===== src/rtl/trb_pkg.sv =====
package trb_pkg;

   localparam int OFS_W = 12;
   typedef logic [OFS_W-1:0] ofs_t;

   // register byte offsets (decoded by software drivers)
   localparam ofs_t OFS_DEPTH   = 12'h004;
   localparam ofs_t OFS_STAT    = 12'h00C;
   localparam ofs_t OFS_RDATA   = 12'h010;
   localparam ofs_t OFS_RPTR    = 12'h014;
   localparam ofs_t OFS_WPTR    = 12'h018;
   localparam ofs_t OFS_POSTCNT = 12'h01C;
   localparam ofs_t OFS_CAPCTL  = 12'h020;
   localparam ofs_t OFS_WDATA   = 12'h024;
   localparam ofs_t OFS_FSTAT   = 12'h300;
   localparam ofs_t OFS_FCTL    = 12'h304;

   localparam int ST_FULL_BIT    = 0;
   localparam int CC_RUN_BIT     = 0;
   localparam int FC_EN_BIT      = 0;
   localparam int FC_FLUSH_BIT   = 6;
   localparam int FC_STOPFL_BIT  = 12;
   localparam int FC_STOPTRG_BIT = 13;
   localparam int FS_STOPPED_BIT = 1;

   typedef struct packed {
      logic stop_on_trig;
      logic stop_on_flush;
      logic fmt_en;
   } fmt_cfg_t;

   typedef enum logic [1:0] {
      TP_IDLE    = 2'd0,
      TP_COUNT   = 2'd1,
      TP_EXPIRED = 2'd2
   } trig_phase_t;

endpackage


===== src/rtl/trb_ram.sv =====
module trb_ram #(
   parameter int DEPTH = 64,
   parameter int DW    = 32,
   parameter int PW    = $clog2(DEPTH)
) (
   input  logic          clk,
   input  logic          we,
   input  logic [PW-1:0] waddr,
   input  logic [DW-1:0] wdata,
   input  logic [PW-1:0] raddr,
   output logic [DW-1:0] rdata
);

   logic [DW-1:0] mem [DEPTH];

   always_ff @(posedge clk) begin
      if (we) mem[waddr] <= wdata;
   end

   assign rdata = mem[raddr];

endmodule


===== src/rtl/trb_pointers.sv =====
module trb_pointers #(
   parameter int DEPTH = 64,
   parameter int PW    = $clog2(DEPTH)
) (
   input  logic          clk,
   input  logic          rst_n,
   input  logic          w_adv,
   input  logic          w_load,
   input  logic          r_adv,
   input  logic          r_load,
   input  logic [31:0]   load_val,
   output logic [PW-1:0] wptr,
   output logic [PW-1:0] rptr,
   output logic          full
);

   localparam bit            POW2 = (DEPTH & (DEPTH - 1)) == 0;
   localparam logic [PW-1:0] LAST = PW'(DEPTH - 1);

   logic [PW-1:0] w_inc, r_inc, load_ptr;

   assign load_ptr = PW'(load_val % 32'(DEPTH));

   generate
      if (POW2) begin : g_wrap_natural
         assign w_inc = wptr + PW'(1);
         assign r_inc = rptr + PW'(1);
      end else begin : g_wrap_compare
         assign w_inc = (wptr == LAST) ? '0 : wptr + PW'(1);
         assign r_inc = (rptr == LAST) ? '0 : rptr + PW'(1);
      end
   endgenerate

   always_ff @(posedge clk or negedge rst_n) begin
      if (!rst_n) begin
         wptr <= '0;
         full <= 1'b0;
      end else if (w_load) begin
         wptr <= load_ptr;
         full <= 1'b0;
      end else if (w_adv) begin
         wptr <= w_inc;
         if (wptr == LAST) full <= 1'b1;
      end
   end

   always_ff @(posedge clk or negedge rst_n) begin
      if (!rst_n)      rptr <= '0;
      else if (r_load) rptr <= load_ptr;
      else if (r_adv)  rptr <= r_inc;
   end

endmodule


===== src/rtl/trb_stop_ctrl.sv =====
module trb_stop_ctrl
   import trb_pkg::*;
#(
   parameter int CW = 32
) (
   input  logic          clk,
   input  logic          rst_n,
   input  logic          capturing,
   input  logic          start,
   input  logic          stop_on_trig,
   input  logic          stop_on_flush,
   input  logic          trig_in,
   input  logic          word_acc,
   input  logic          flush_req,
   input  logic          aligned,
   input  logic [CW-1:0] post_cnt,
   output logic          hold,
   output logic          pad_we,
   output logic          flush_busy,
   output logic          halted
);

   trig_phase_t   phase;
   logic [CW-1:0] remain;

   assign hold   = capturing & ((phase == TP_EXPIRED) | flush_busy);
   assign pad_we = hold & ~aligned;

   always_ff @(posedge clk or negedge rst_n) begin
      if (!rst_n) begin
         phase      <= TP_IDLE;
         remain     <= '0;
         flush_busy <= 1'b0;
         halted     <= 1'b0;
      end else if (start) begin
         phase      <= TP_IDLE;
         flush_busy <= 1'b0;
         halted     <= 1'b0;
      end else begin
         if (!capturing) begin
            phase <= TP_IDLE;
         end else begin
            case (phase)
               TP_IDLE: begin
                  if (stop_on_trig && trig_in) begin
                     if (post_cnt == '0) begin
                        phase <= TP_EXPIRED;
                     end else begin
                        remain <= post_cnt;
                        phase  <= TP_COUNT;
                     end
                  end
               end
               TP_COUNT: begin
                  if (word_acc) begin
                     remain <= remain - CW'(1);
                     if (remain == CW'(1)) phase <= TP_EXPIRED;
                  end
               end
               TP_EXPIRED: begin
                  if (aligned) begin
                     phase  <= TP_IDLE;
                     halted <= 1'b1;
                  end
               end
               default: phase <= TP_IDLE;
            endcase
         end
         if (flush_busy && (!capturing || aligned)) begin
            flush_busy <= 1'b0;
            if (capturing && stop_on_flush) halted <= 1'b1;
         end
         if (flush_req) flush_busy <= 1'b1;
      end
   end

endmodule


===== src/rtl/trace_ring_buffer.sv =====
module trace_ring_buffer
   import trb_pkg::*;
#(
   parameter int            DEPTH    = 64,
   parameter int            DW       = 32,
   parameter int            FRAME    = 4,
   parameter int            CW       = 32,
   parameter logic [DW-1:0] PAD_WORD = '0
) (
   input  logic             clk,
   input  logic             rst_n,
   input  logic             bus_wr,
   input  logic             bus_rd,
   input  logic [OFS_W-1:0] bus_addr,
   input  logic [31:0]      bus_wdata,
   output logic [31:0]      bus_rdata,
   input  logic             trc_valid,
   input  logic [DW-1:0]    trc_data,
   input  logic             trc_trigger
);

   localparam int PW = (DEPTH > 1) ? $clog2(DEPTH) : 1;
   localparam int FB = (FRAME > 1) ? $clog2(FRAME) : 1;

   generate
      if (DW < 1 || DW > 32) begin : g_bad_dw
         $error("trace_ring_buffer: DW must lie in 1..32");
      end
      if (CW < 1 || CW > 32) begin : g_bad_cw
         $error("trace_ring_buffer: CW must lie in 1..32");
      end
      if (FRAME < 2 || (FRAME & (FRAME - 1)) != 0) begin : g_bad_frame
         $error("trace_ring_buffer: FRAME must be a power of two, at least 2");
      end
      if (DEPTH < FRAME || (DEPTH % FRAME) != 0) begin : g_bad_depth
         $error("trace_ring_buffer: DEPTH must be a whole number of frames");
      end
   endgenerate

   // register decode
   logic wr_wptr, wr_rptr, wr_wdata, wr_capctl, wr_fctl, wr_post, rd_data;
   assign wr_wptr   = bus_wr && (bus_addr == OFS_WPTR);
   assign wr_rptr   = bus_wr && (bus_addr == OFS_RPTR);
   assign wr_wdata  = bus_wr && (bus_addr == OFS_WDATA);
   assign wr_capctl = bus_wr && (bus_addr == OFS_CAPCTL);
   assign wr_fctl   = bus_wr && (bus_addr == OFS_FCTL);
   assign wr_post   = bus_wr && (bus_addr == OFS_POSTCNT);
   assign rd_data   = bus_rd && (bus_addr == OFS_RDATA);

   logic          cap_en;
   fmt_cfg_t      cfg;
   logic [CW-1:0] post_cnt;

   always_ff @(posedge clk or negedge rst_n) begin
      if (!rst_n) begin
         cap_en   <= 1'b0;
         cfg      <= '0;
         post_cnt <= '0;
      end else begin
         if (wr_capctl) cap_en <= bus_wdata[CC_RUN_BIT];
         if (wr_post)   post_cnt <= bus_wdata[CW-1:0];
         if (wr_fctl) begin
            cfg.fmt_en        <= bus_wdata[FC_EN_BIT];
            cfg.stop_on_flush <= bus_wdata[FC_STOPFL_BIT];
            cfg.stop_on_trig  <= bus_wdata[FC_STOPTRG_BIT];
         end
      end
   end

   // datapath control
   logic          halted, hold, pad_req, flush_busy, capturing, start, flush_req;
   logic          trace_acc, sw_we, pad_go, mem_we, aligned, full;
   logic [PW-1:0] wptr, rptr;
   logic [DW-1:0] mem_wdata, ram_rdata;

   assign capturing = cap_en & ~halted;
   assign start     = wr_capctl & bus_wdata[CC_RUN_BIT] & ~capturing;
   assign flush_req = wr_fctl & bus_wdata[FC_FLUSH_BIT];
   assign aligned   = (wptr[FB-1:0] == '0);

   assign trace_acc = capturing & trc_valid & ~hold & ~wr_wptr;
   assign sw_we     = wr_wdata & ~capturing;
   assign pad_go    = pad_req & ~wr_wptr;
   assign mem_we    = trace_acc | sw_we | pad_go;

   always_comb begin
      if (trace_acc)  mem_wdata = trc_data;
      else if (sw_we) mem_wdata = bus_wdata[DW-1:0];
      else            mem_wdata = PAD_WORD;
   end

   trb_pointers #(.DEPTH(DEPTH), .PW(PW)) u_ptrs (
      .clk      (clk),
      .rst_n    (rst_n),
      .w_adv    (mem_we),
      .w_load   (wr_wptr),
      .r_adv    (rd_data & ~wr_rptr),
      .r_load   (wr_rptr),
      .load_val (bus_wdata),
      .wptr     (wptr),
      .rptr     (rptr),
      .full     (full)
   );

   trb_ram #(.DEPTH(DEPTH), .DW(DW), .PW(PW)) u_ram (
      .clk   (clk),
      .we    (mem_we),
      .waddr (wptr),
      .wdata (mem_wdata),
      .raddr (rptr),
      .rdata (ram_rdata)
   );

   trb_stop_ctrl #(.CW(CW)) u_stop (
      .clk           (clk),
      .rst_n         (rst_n),
      .capturing     (capturing),
      .start         (start),
      .stop_on_trig  (cfg.stop_on_trig),
      .stop_on_flush (cfg.stop_on_flush),
      .trig_in       (trc_trigger),
      .word_acc      (trace_acc),
      .flush_req     (flush_req),
      .aligned       (aligned),
      .post_cnt      (post_cnt),
      .hold          (hold),
      .pad_we        (pad_req),
      .flush_busy    (flush_busy),
      .halted        (halted)
   );

   // register read mux
   always_comb begin
      bus_rdata = '0;
      case (bus_addr)
         OFS_DEPTH:   bus_rdata = 32'(DEPTH) & 32'h7FFF_FFFF;
         OFS_STAT:    bus_rdata[ST_FULL_BIT] = full;
         OFS_RDATA:   bus_rdata[DW-1:0] = ram_rdata;
         OFS_RPTR:    bus_rdata[PW-1:0] = rptr;
         OFS_WPTR:    bus_rdata[PW-1:0] = wptr;
         OFS_POSTCNT: bus_rdata[CW-1:0] = post_cnt;
         OFS_CAPCTL:  bus_rdata[CC_RUN_BIT] = cap_en;
         OFS_FSTAT:   bus_rdata[FS_STOPPED_BIT] = ~capturing;
         OFS_FCTL: begin
            bus_rdata[FC_EN_BIT]      = cfg.fmt_en;
            bus_rdata[FC_FLUSH_BIT]   = flush_busy;
            bus_rdata[FC_STOPFL_BIT]  = cfg.stop_on_flush;
            bus_rdata[FC_STOPTRG_BIT] = cfg.stop_on_trig;
         end
         default:     bus_rdata = '0;
      endcase
   end

endmodule


===== config.mk =====
export PLATFORM = sky130hd
export DESIGN_NAME = trace_ring_buffer
export DESIGN_NICKNAME = d
export VERILOG_FILES = /design/src/rtl/trb_pkg.sv /design/src/rtl/trb_ram.sv /design/src/rtl/trb_pointers.sv /design/src/rtl/trb_stop_ctrl.sv /design/src/rtl/trace_ring_buffer.sv
export SDC_FILE = /design/constraint.sdc
export NUM_CORES = 2
export LEC_CHECK = 0
export ABC_AREA = 1
export BUFFER_PORTS_ARGS = -buffer_cell sky130_fd_sc_hd__buf_4
export CORE_ASPECT_RATIO = 0.8
export CORE_MARGIN = 10
export CORE_UTILIZATION = 50
export DETAILED_ROUTE_END_ITERATION = 10
export PLACE_DENSITY = 0.77
export SLEW_MARGIN = 20
export SYNTH_ARGS = -nofsm -noshare
export SYNTH_HDL_FRONTEND = slang
export SYNTH_SLANG_ARGS = --single-unit
export TNS_END_PERCENT = 100

===== constraint.sdc =====
create_clock -name clk -period 4.08 [get_ports clk]
set_clock_uncertainty 0.15 [all_clocks]
set_input_delay 1.02 -clock clk [delete_from_list [all_inputs] [get_ports clk]]
set_output_delay 1.02 -clock clk [all_outputs]
set_load 0.01 [all_outputs]

# --- Word level (Yosys, flattened, before mapping) ---
# Memories as Yosys holds them, arrays and structs flattened.
# Index checks and enable logic that the tools add are counted.
totals:
  word_cells: 121
  n_memories: 1
  reg_bits: 85
  ramBits: 2048
  out_inout_bits: 32
  latch_bits: 0
  mem_bits_ro: 0
  in_bits: 82
classes:
  n_reduce_logical: 23
  magnitude_cmp: 0
  eq_ne: 21
  bitwise: 22
  multipliers: 0
  n_mux: 39
  add_sub_neg: 3
  shifts: 0
  div: 0
mem_list:
  columns: ["name", "words", "word_bits", "read_ports", "rd_ports_with_merged_regs", "wr", "line", "source"]
  rows:
  - ["u_ram.mem", 64, 32, 1, 0, 1, "trb_ram.sv:14", "logic [DW-1:0] mem [DEPTH];"]
ops:
  columns: ["operator", "n"]
  rows:
  - ["$mux 32", 5]
  - ["$pmux 32 s2", 1]
  - ["$eq 12x5->1 const B", 4]
  - ["$pmux 18 s2", 1]
  - ["$eq 32x1->1 const B", 1]
  - ["$logic_not 32->1", 1]
  - ["$sub 32x1->32 const B", 1]
  - ["$eq 12x10->1 const B", 2]
  - ["$eq 12x6->1 const B", 2]
  - ["$mux 6", 4]
  - ["$pmux 4 s4", 1]
  - ["$mux 1", 14]
  - ["$mux 2", 7]
  - ["$add 6x1->6 const B", 2]
  - ["$and 1x1->1", 12]
  - ["$eq 12x3->1 const B", 1]
  - ["$eq 12x4->1 const B", 1]
  - ["$ne 4x3->1 const B", 3]
  - ["$pmux 2 s3", 2]
  - ["$logic_and 1x1->1", 10]
  - ["$pmux 5 s2", 1]
  - ["$reduce_bool 2->1", 4]
  - ["$not 1->1", 7]
  - ["$pmux 1 s7", 1]
  - ["other kinds (16)", 20]

# --- Logic depth before layout (Yosys ltp) ---
depth:
  depth_word: 10
  depth_mapped: 16
  mapped_depth_nobuf: 13

# --- By module ---
# Synthesis repeated with hierarchy kept, for this count alone.
hier_totals:
  hier_cells: 7771
  hier_area_um2: 88607.5
modules_own_cells:
  columns: ["mod", "seq_area_each_um2", "area_per_inst_um2", "cells_each", "n_inst"]
  rows:
  - ["trb_ram", 61499.0, 82097.5, 6737, 1]
  - ["trb_stop_ctrl", 900.9, 2984.1, 512, 1]
  - ["trace_ring_buffer", 900.9, 2750.1, 425, 1]
  - ["trb_pointers", 325.3, 775.7, 97, 1]

# --- Worst setup path after synthesis ---
# Ideal clock, no wire load.
synth_timing:
  kind: "input to register"
  from: "input port bus_addr[1]"
  to: "memory u_ram.mem[0][12] (data pin)"
  setup_time_ns: 0.702
  path_buffers: 1
  slack_ns: -1.215
  cell_stages: 5
  t_required_ns: 3.228
  arrival_ns: 4.443
  path_cell_list: "or2_1 -> nor3_2 -> nand3_1 -> clkbuf_1 -> o21ai_0"
synth_between:
  elab_chain_cells: 5
  word_cells_on_any_way: 9
  cone_classes: "2 x eq/ne; 2 x mux; 3 x bitwise; 2 x reduce/logical"
synth_rtl:
  columns: ["element", "line", "source"]
  rows:
  - ["start, declared", "trace_ring_buffer.sv:14", "input logic [OFS_W-1:0] bus_addr,"]
  - ["$eq 12x6->1 or $eq 12x5->1 (tied branches)", "trace_ring_buffer.sv:44, trace_ring_buffer.sv:42", null]
  - ["$logic_and 1x1->1 (on tied branches)", "trace_ring_buffer.sv:44, trace_ring_buffer.sv:42", null]
  - ["$and 1x1->1 or $not 1->1 (tied branches)", "trace_ring_buffer.sv:82, trace_ring_buffer.sv:81", null]
  - ["$mux 32 or $and 1x1->1 (tied branches)", "trace_ring_buffer.sv:88, trace_ring_buffer.sv:81", null]
  - ["$mux 32 *", "trace_ring_buffer.sv:87", "if (trace_acc) mem_wdata = trc_data;"]
  - ["via mem_wdata[12]", "trace_ring_buffer.sv:74", "logic [DW-1:0] mem_wdata, ram_rdata;"]
  - ["end, declared", "trb_ram.sv:14", null]
# Mark *: on every way through the listed nets, which the timed path passes. The rest lies on a longest branch.

# --- Worst setup path after layout ---
layout_timing:
  from: "register u_ptrs.rptr[0]"
  to: "output port bus_rdata[4]"
layout_between:
  elab_chain_cells: 2
layout_rtl:
  columns: ["element", "line", "source"]
  rows:
  - ["start, declared", "trb_pointers.sv:13", "output logic [PW-1:0] rptr,"]
  - ["start signal, assigned", "trb_pointers.sv:49", "else if (r_load) rptr <= load_ptr;"]
  - ["start signal, assigned", "trb_pointers.sv:50", "else if (r_adv) rptr <= r_inc;"]
  - ["$mem_v2 64x32", null, null]
  - ["$pmux 4 s4", "trace_ring_buffer.sv:135", "case (bus_addr)"]
  - ["end, declared", "trace_ring_buffer.sv:16", "output logic [31:0] bus_rdata,"]
# No other way between the ends.

==> impl_results.md <==
* CP arrival at between 3000 and 4000 ps
* Synth area leaders: edfxtp_1 69%, nand2_1 6.6%, nor2_1 6.4%
* Post-synth top cells: 2048 x edfxtp_1, 1556 x nand2_1, 1514 x nor2_1, 788 x o21ai_0, 584 x nand3_1
* Drt initial violations at between 10000 and 15000
* Seq/Total Area, Yosys at 71.7%
* Critical path peak fanout at 8
* Final GP Congestion at roughly 0.95
* Worst EP required at between 2000 and 3000 ps
* Die Wd at around 490 um
* Failing checks: setup timing
* Endpoints failing hold at 0
* CTS tree: done
* Root Driver: clkbuf_16
* First-pass GRT wire length at between 400000 and 500000 um
* Top FF cell, synth: edfxtp_1
* Cell Area, Placed at 96200 um^2
* Full die area at between 150000 and 200000 um^2
* DP Wirelength at about 160000 um
* Pre-CTS setup slack at roughly 20 ps
* CP endpoint: bus_rdata[4]
* Final wirelength at between 200000 and 300000 um
* FP Rows at 138
* Vias in the first global route at just over 60000
* CP Capture Type: primary output
* IO Count at about 110
* Core ar. at around 180000 um^2
* CTS Buffer Depth at 3
* Net Count, Synth at 7992
* Unrepaired setup endpoints after global routing: true
* Vias/cell at just over 6
* Worst R2R End: u_ram.mem[10][10]$_DFFE_PP_
* Yosys cell types at 42
* WL/cell at 26.4 um
* Syn. warnings at 0
* Syn Area/Cell at 11.2 um^2
* Reg2Reg Depth at 11
* Hold crit path type: input port to async pin
* Nets at just over 8000
* Yosys top cell by area: edfxtp_1
* Worst Tran Pin Value at approximately 1200 ps
* Power per standard cell area at about 400 nW/um^2
* Peak supply drop at a little over 0.0004 V
* Synth Register Bits at 2133
* Fin Setup TNS at -14480 ps
* Final cell count without fillers at 10701
* Largest net degree at the start of global routing at 68
* Post-synth EDFFs at 2048
* H-Tree Depth at 4
* R2R Setup Slk at roughly 460 ps
* Static leakage at 0.0419 uW
* Critical R2R Launch: u_ptrs.wptr[0]$_DFFE_PN0P_
* Critical Path Start Type: flip-flop
* GR Overflow Total at 0
* Initial antenna violation count at 13
* Worst-path clk slew at approximately 70 ps
* DR pass1 iterations at 8
* Setup Crit Path Kind: flip-flop to primary output
* FFs w/ async S/R, synth at 3.98%
* Max-cap check violation count at 0
* CTS Hold Bufs at 0
* CTS Sinks at between 2000 and 2500
* Final worst slack at -547 ps
* Initial core utilization at between 50% and 60%
* Number of buffers added on ports at between 100 and 150
* Min Tclk post-route at approximately 4600 ps
* CP Launch Point: u_ptrs.rptr[0]$_DFFE_PN0P_
* Final period util at 113%
* Post-route DRC at 0
* Slew margin rel. at between 20 and 25%
* Pins over their slew limit at 0
* Placed cells at a little over 10000
* Via count at between 60000 and 70000
* Final core occ at 59.4%
* Fin area at 105000 um^2
* Layout cell share with drive strength beyond 1 at between 10% and 20%
* GRT Total Usage at around 28%
* Area growth from synthesis to layout at 18.4%
* CTS Buf Count at 190
* Clk_lat worst skew at around 860 ps
* Final antenna-violating net count at 0
* Most common cell in the netlist: edfxtp_1
* Highest achievable clock rate at around 0.22 GHz
* Yosys top cell area share at between 60% and 70%
* Die Ht at between 300 and 400 um
* Final setup fails at 32
* Filler Cell Count at about 13000
* Cells after synthesis at about 7900
* Status: finished, violations left
* Post-synthesis instance area at 88700 um^2
-- cell families after synthesis --
family | Yosys count | share of synthesized area, %
buffers and inverters | 775 | 3.63
XOR/XNOR | 15 | 0.148
multiplexers | 3 | 0.0339
adder cells (fa/ha/maj) | 5 | 0.0705
flip-flops | 2133 | 71.7
AO/OA/AOI/OAI | 1237 | 7.45
AND/OR/NAND/NOR | 3737 | 16.9
-- worst max-delay path: stages, from the launching register on --
cell and delay [ps]:
dfrtp_4 590, buf_12 190, clkbuf_16 190, buf_16 150, nand2_1 70, nand3_1 80, nand3_1 120, nand2_1 100
nor2_4 190, nand2_1 180, nand2_4 150, nand2_1 110, nand3_1 160, nand3_2 120, buf_4 170
-- worst min path at each step --
stage                     slack, ps  cells past startpoint                           end
after floorplan                 300                      2       post_cnt[5]$_DFFE_PN0P_
after global placement          320                      2  u_stop.remain[1]$_DFFE_PN0P_
after detailed placement        320                      2  u_stop.remain[1]$_DFFE_PN0P_
after CTS                        80                      1      post_cnt[31]$_DFFE_PN0P_
after global routing            130                      1      post_cnt[10]$_DFFE_PN0P_
final                            90                      1      post_cnt[31]$_DFFE_PN0P_
-- per-stage QoR --
step                hold slack, ps  total power (uW)
detailed placement             324             24800
global route                   127             43000
global placement               319             24800
floorplan                      303             24500
finish                        92.9             42100
CTS                           75.8             42000
-- cell type report --
| cell class | count | area, um^2 | area share, % |
|---|---|---|---|
| multi-input cells | 4997 | 23900 | 22.8 |
| inverters | 308 | 1200 | 1.14 |
| well taps | 2380 | 2980 | 2.84 |
| repair inverters | 3 | 36.3 | 0.0346 |
| clock buffers | 244 | 5030 | 4.79 |
| flip-flops and latches | 2133 | 63600 | 60.6 |
| diodes | 1 | 2.50 | 0.00238 |
| repair buffers | 533 | 7280 | 6.93 |
| clock inverters | 102 | 953 | 0.908 |
-- layout by cell type (no fill, tap or decap), types with 9 or more instances in the layout --
master	instances
edfxtp_1	2048
nand2_1	1398
nor2_1	1373
o21ai_0	727
nand3_1	543
inv_1	295
buf_4	286
clkbuf_16	199
buf_12	159
a21oi_1	149
o211ai_1	135
nand2_2	134
o21ai_1	131
nor2_4	88
dfrtp_1	81
nor2_2	57
clkbuf_1	47
clkinv_2	41
nand3_2	38
clkinv_1	37
buf_16	36
or2_2	32
o21ai_4	32
nand2_4	26
buf_6	26
a21oi_2	21
nand4_1	18
o22ai_1	12
nor3_1	12
bufinv_16	11
bufbuf_16	11
xor2_1	9
-- metal layers --
metal	share of wire (%)	GRT usage, %	up-vias
met5	0.010	0	-
met1	36	37.1	31426
met4	5.8	14.8	4
met3	14	7.47	784
met2	44	41.8	5029
li1	-	-	27933
-- report_power, final --
group / switching [uW] / leakage [uW] / internal, uW
logic: 516 / 0.0148 / 290
clock network: 8180 / 0.00294 / 9460
registers: 7.00 / 0.0242 / 23600
total: 8700 / 0.0419 / 33400
-- timing repair --
item                       4_1_cts  5_1_grt
setup buffers                   19        4
setup endpoints to repair       32       32
cloned                          25        9
pin swaps                       53       53
resized for setup              349      142
hold endpoints to repair         0        0
-- state kept, by name, summed over array words and instances, names as in the netlist, 2 cells and up --
signal / flops
u_ptrs.rptr: 6
u_stop.remain: 32
u_stop.phase: 2
post_cnt: 32
u_ptrs.wptr: 6
u_ram.mem: 2048
cfg: 3
(Power assumes the default switching activity.)
